$ cat config.mk
export PLATFORM = sky130hd
export DESIGN_NAME = pci_io_target
export DESIGN_NICKNAME = d
export VERILOG_FILES = /design/src/rtl/pci_io_target.sv
export SDC_FILE = /design/constraint.sdc
export NUM_CORES = 1
export LEC_CHECK = 0
export BUFFER_PORTS_ARGS = -buffer_cell sky130_fd_sc_hd__buf_2
export CAP_MARGIN = 20
export CORE_MARGIN = 2
export CORE_UTILIZATION = 35
export DETAILED_ROUTE_END_ITERATION = 8
export PLACE_DENSITY = 0.66
export SETUP_SLACK_MARGIN = 0.02
export SLEW_MARGIN = 40
export SYNTH_ARGS = -nofsm -noshare
export SYNTH_HDL_FRONTEND = slang
export SYNTH_SLANG_ARGS = --single-unit
$ cat constraint.sdc
create_clock -name clk -period 3.6 [get_ports clk]
set_input_delay 0.36 -clock clk [delete_from_list [all_inputs] [get_ports clk]]
set_output_delay 0.36 -clock clk [all_outputs]
set_load 0.05 [all_outputs]
$ cat src/rtl/pci_io_target.sv
module pci_io_target #(
  parameter logic [31:0] STD_BASE = 32'h0000_0378,
  parameter logic [31:0] CFG_BASE = 32'h0000_0778
) (
  input  logic        clk,
  input  logic        rst_n,
  input  logic [31:0] ad_in,
  output logic [31:0] ad_out,
  output logic        ad_oe,
  input  logic [3:0]  cbe_n,
  input  logic        frame_n,
  input  logic        irdy_n,
  output logic        trdy_n,
  output logic        devsel_n,
  output logic        reg_sel,
  output logic        reg_win,
  output logic        reg_idx,
  output logic        reg_we,
  output logic        reg_re,
  output logic [3:0]  reg_be,
  output logic [31:0] reg_wdata,
  input  logic [31:0] reg_rdata
);
  localparam logic [2:0] IO_CMD_HI = 3'b001;

  typedef enum logic [1:0] {S_IDLE, S_SKIP, S_TURN, S_DATA} st_t;

  st_t         st;
  logic        frame_q;
  logic        wr;
  logic [29:0] cur;

  wire addr_ph = (st == S_IDLE) && !frame_n && frame_q;
  wire io_cmd  = (cbe_n[3:1] == IO_CMD_HI);
  wire new_hit = (ad_in[31:3] == STD_BASE[31:3]) || (ad_in[31:2] == CFG_BASE[31:2]);
  wire xfer    = (st == S_DATA) && !irdy_n && !trdy_n;
  wire std_hit = (cur[29:1] == STD_BASE[31:3]);
  wire cfg_hit = (cur == CFG_BASE[31:2]);

  assign reg_sel   = std_hit || cfg_hit;
  assign reg_win   = cfg_hit;
  assign reg_idx   = cur[0];
  assign reg_be    = ~cbe_n;
  assign reg_wdata = ad_in;
  assign reg_we    = xfer && wr && reg_sel && (cbe_n != 4'hF);
  assign reg_re    = xfer && !wr && reg_sel;
  assign ad_out    = (ad_oe && reg_sel) ? reg_rdata : 32'h0;

  always_ff @(posedge clk or negedge rst_n) begin
    if (!rst_n) begin
      st       <= S_IDLE;
      frame_q  <= 1'b1;
      wr       <= 1'b0;
      cur      <= '0;
      devsel_n <= 1'b1;
      trdy_n   <= 1'b1;
      ad_oe    <= 1'b0;
    end else begin
      frame_q <= frame_n;
      case (st)
        S_IDLE: if (addr_ph) begin
          if (io_cmd && new_hit) begin
            cur      <= ad_in[31:2];
            wr       <= cbe_n[0];
            devsel_n <= 1'b0;
            trdy_n   <= !cbe_n[0];
            st       <= cbe_n[0] ? S_DATA : S_TURN;
          end else begin
            st <= S_SKIP;
          end
        end
        S_SKIP: if (frame_n && irdy_n) st <= S_IDLE;
        S_TURN: begin
          trdy_n <= 1'b0;
          ad_oe  <= 1'b1;
          st     <= S_DATA;
        end
        default: if (xfer) begin
          cur <= cur + 30'd1;
          if (frame_n) begin
            devsel_n <= 1'b1;
            trdy_n   <= 1'b1;
            ad_oe    <= 1'b0;
            st       <= S_IDLE;
          end
        end
      endcase
    end
  end
endmodule

==> flow_metrics.env <==
export IMPL_p_leak_nw=1.93
export IMPL_period_needed_ps=2710
export IMPL_synth_most_common_cell="and3_1"
export IMPL_cp_required_ps=3240
export IMPL_drive_above_1_share_pct=36.9
export IMPL_nFillCells=839
export IMPL_tns_ps=0
export IMPL_cp_arrival_ps=2350
export IMPL_worstRegToRegCells=8
export IMPL_ys_seq_elements=37
export IMPL_p_per_area_nw_per_um2=402
export IMPL_die_area_um2=9440
export IMPL_gp_congestion=0.944
export IMPL_final_area_um2=3660
export IMPL_path_buf_inv=2
export IMPL_clock_skew_ps=3.23
export IMPL_cpMaxStageDelayCell="dfrtp_1"
export IMPL_yosys_warnings=0
export IMPL_worstPathMaxFanout=34
export IMPL_r2r_start="st[0]$_DFFE_PN0P_"
export IMPL_cpPeakStageDelay_ps=440
export IMPL_vias=3158
export IMPL_synthCells=358
export IMPL_grt_pass1_vias=3013
export IMPL_clkSinkCount=37
export IMPL_grt_use_total_pct=18.4
export IMPL_crit_type="reg2out"
export IMPL_yosys_top_cells_area="dfrtp_1 (28%), and3_1 (11%), buf_4 (7.9%), a311o_1 (4.9%), a2111oi_0 (4.3%)"
export IMPL_synth_edf_count=0
export IMPL_ant_nets=0
export IMPL_slew_headroom_pct=51.4
export IMPL_synthArstFlopShare_pct=100
export IMPL_clockRootBuffer="clkbuf_8"
export IMPL_slew_viol_final=0
export IMPL_synthTopCellsByCount="and3_1 (54), dfrtp_1 (34), buf_4 (32), nand2_1 (28), nand3_1 (24)"
export IMPL_synthFlopType="dfrtp_1"
export IMPL_hold_buffers=0
export IMPL_post_dp_cell_area_um2=3580
export IMPL_drt_first_pass_iters=4
export IMPL_startpoint_type="flop"
export IMPL_clockBufferDepth=2
export IMPL_yosys_area_top_type="dfrtp_1"
export IMPL_synth_distinct_cells=58
export IMPL_worstMarginPinSlew_ps=728
export IMPL_drv_cap=0
export IMPL_dp_hpwl_mm=6.54
export IMPL_start_util_pct=36.6
export IMPL_grt_overflow=0
export IMPL_synth_top_area_share_pct=28.0
export IMPL_path_depth=6
export IMPL_clk_pin_slew_ps=70
export IMPL_grt_setup_unrepaired="no"
export IMPL_htree_levels=2
export IMPL_area_delta_synth_final_pct=20.6
export IMPL_grt_max_degree=51
export IMPL_crit_path_cell_trace="nor4_1 -> nand4_1 -> a211oi_2 -> buf_4 -> and3_1 -> buf_2"
export IMPL_postCtsResizedCells=0
export IMPL_vias_per_cell=5.64
export IMPL_num_io_pins=148
export IMPL_num_nets_final=533
export IMPL_core_um2=8300
export IMPL_io_buffer_count=143
export IMPL_num_antenna_cells=0
export IMPL_grt_pass1_wl_mm=14.9
export IMPL_drcViolationCount=0
export IMPL_syn_area_per_cell_um2=8.49
export IMPL_cts_setup_buffers=0
export IMPL_clk_latency_ps=290
export IMPL_routedWlPerCell_um=16.2
export IMPL_min_period_over_period_pct=75.4
export IMPL_drtIter0Drc=190
export IMPL_r2r_end="cur[27]$_DFFE_PN0P_"
export IMPL_critPathTopFamily="simple AND/OR/NAND/NOR gates"
export IMPL_wl_mm=9.07
export IMPL_syn_cell_area_um2=3040
export IMPL_cts_buffers=5
export IMPL_critPathLaunch="cur[11]$_DFFE_PN0P_"
export IMPL_fmax_mhz=369
export IMPL_finalSetupViolCount=0
export IMPL_antenna_found_initial=0
export IMPL_outcome="finished, final reports clean"
export IMPL_r2r_slack_ps=1010
export IMPL_min_path_type="in2async"
export IMPL_dieHeight_um=97.2
export IMPL_dieWidth_um=97.2
export IMPL_yosysSeqAreaShare_pct=30.6
export IMPL_synth_net_count=436
export IMPL_cts_tree="done"
export IMPL_endpoint="ad_out[19]"
export IMPL_hold_viol=0
export IMPL_endpoint_kind="output pin"
export IMPL_rows=33
export IMPL_ir_worst_vdd_mv=0.314
-- worst min-delay path by stage --
stage	start	end	depth (start not counted)
after floorplan	rst_n	ad_oe$_DFFE_PN0P_	0
after global placement	devsel_n$_DFFE_PN1P_	devsel_n$_DFFE_PN1P_	1
after detailed placement	rst_n	cur[7]$_DFFE_PN0P_	1
after global routing	rst_n	cur[9]$_DFFE_PN0P_	1
after CTS	rst_n	cur[22]$_DFFE_PN0P_	1
final	rst_n	cur[7]$_DFFE_PN0P_	1
-- kinds of logic after synthesis --
| logic type | count (synthesis) | synth area share (%) |
|---|---|---|
| buf+inv | 67 | 13.0 |
| simple gates | 172 | 33.2 |
| fa+ha+maj | 6 | 2.47 |
| flops | 37 | 30.6 |
| xor+xnor | 2 | 0.577 |
| mux | 2 | 0.700 |
| compound gates | 72 | 19.4 |
-- final cells by class --
| type | count | area [um^2] | share of cell area [%] |
|---|---|---|---|
| multi-input cells | 254 | 1720 | 46.9 |
| flip-flops and latches | 37 | 930 | 25.4 |
| repair buffers | 147 | 761 | 20.8 |
| well taps | 105 | 131 | 3.58 |
| clock buffers | 7 | 86.3 | 2.36 |
| inverters | 10 | 37.5 | 1.02 |
-- layout by cell type, fill, tap and decap left out, types with 3 or more instances in the layout --
| cell type | count |
|---|---|
| nor2b_1 | 3 |
| nand3_1 | 24 |
| nor4_1 | 9 |
| nor2_1 | 14 |
| and3_1 | 54 |
| nand2_1 | 28 |
| nand4_1 | 12 |
| or2_2 | 3 |
| o211ai_1 | 8 |
| a311o_1 | 15 |
| a2111oi_0 | 15 |
| nor3_1 | 4 |
| a21oi_1 | 6 |
| clkbuf_8 | 6 |
| o21ai_0 | 7 |
| buf_2 | 142 |
| ha_1 | 6 |
| inv_1 | 10 |
| or3_1 | 3 |
| buf_4 | 4 |
| dfrtp_1 | 34 |
| dfstp_2 | 3 |
-- sequential cells by signal, indices dropped and copies added, names as in the netlist --
register / cells
st: 2
wr: 1
frame_q: 1
trdy_n: 1
cur: 30
devsel_n: 1
ad_oe: 1
-- per-layer routing --
metal / track usage [%] / wire (um) / vias up
li1: - / - / 1539
met1: 23.9 / 3930 / 1511
met2: 31.5 / 4500 / 101
met5: 0 / 0 / -
met4: 4.01 / 78 / 0
met3: 3.74 / 558 / 7
-- report_power, final --
group | switching [mW] | internal (mW)
clock | 0.151 | 0.152
combinational | 0.441 | 0.189
sequential | 0.0827 | 0.458
-- per-stage QoR --
step | power, mW | instances | hold WS, ps | util [%] | setup WS, ps
6_report | 1.47 | 560 | 30.9 | 44.2 | 887
5_1_grt | 1.57 | 560 | 65.7 | 44.2 | 664
2_1_floorplan | 1.02 | 358 | 64.4 | - | 440
3_3_place_gp | 1.16 | 553 | 492 | 43.1 | 1110
4_1_cts | 1.48 | 560 | 48.5 | 44.2 | 882
3_5_place_dp | 1.17 | 553 | 362 | 43.1 | 1030
Power figures use the tool's default switching activity.
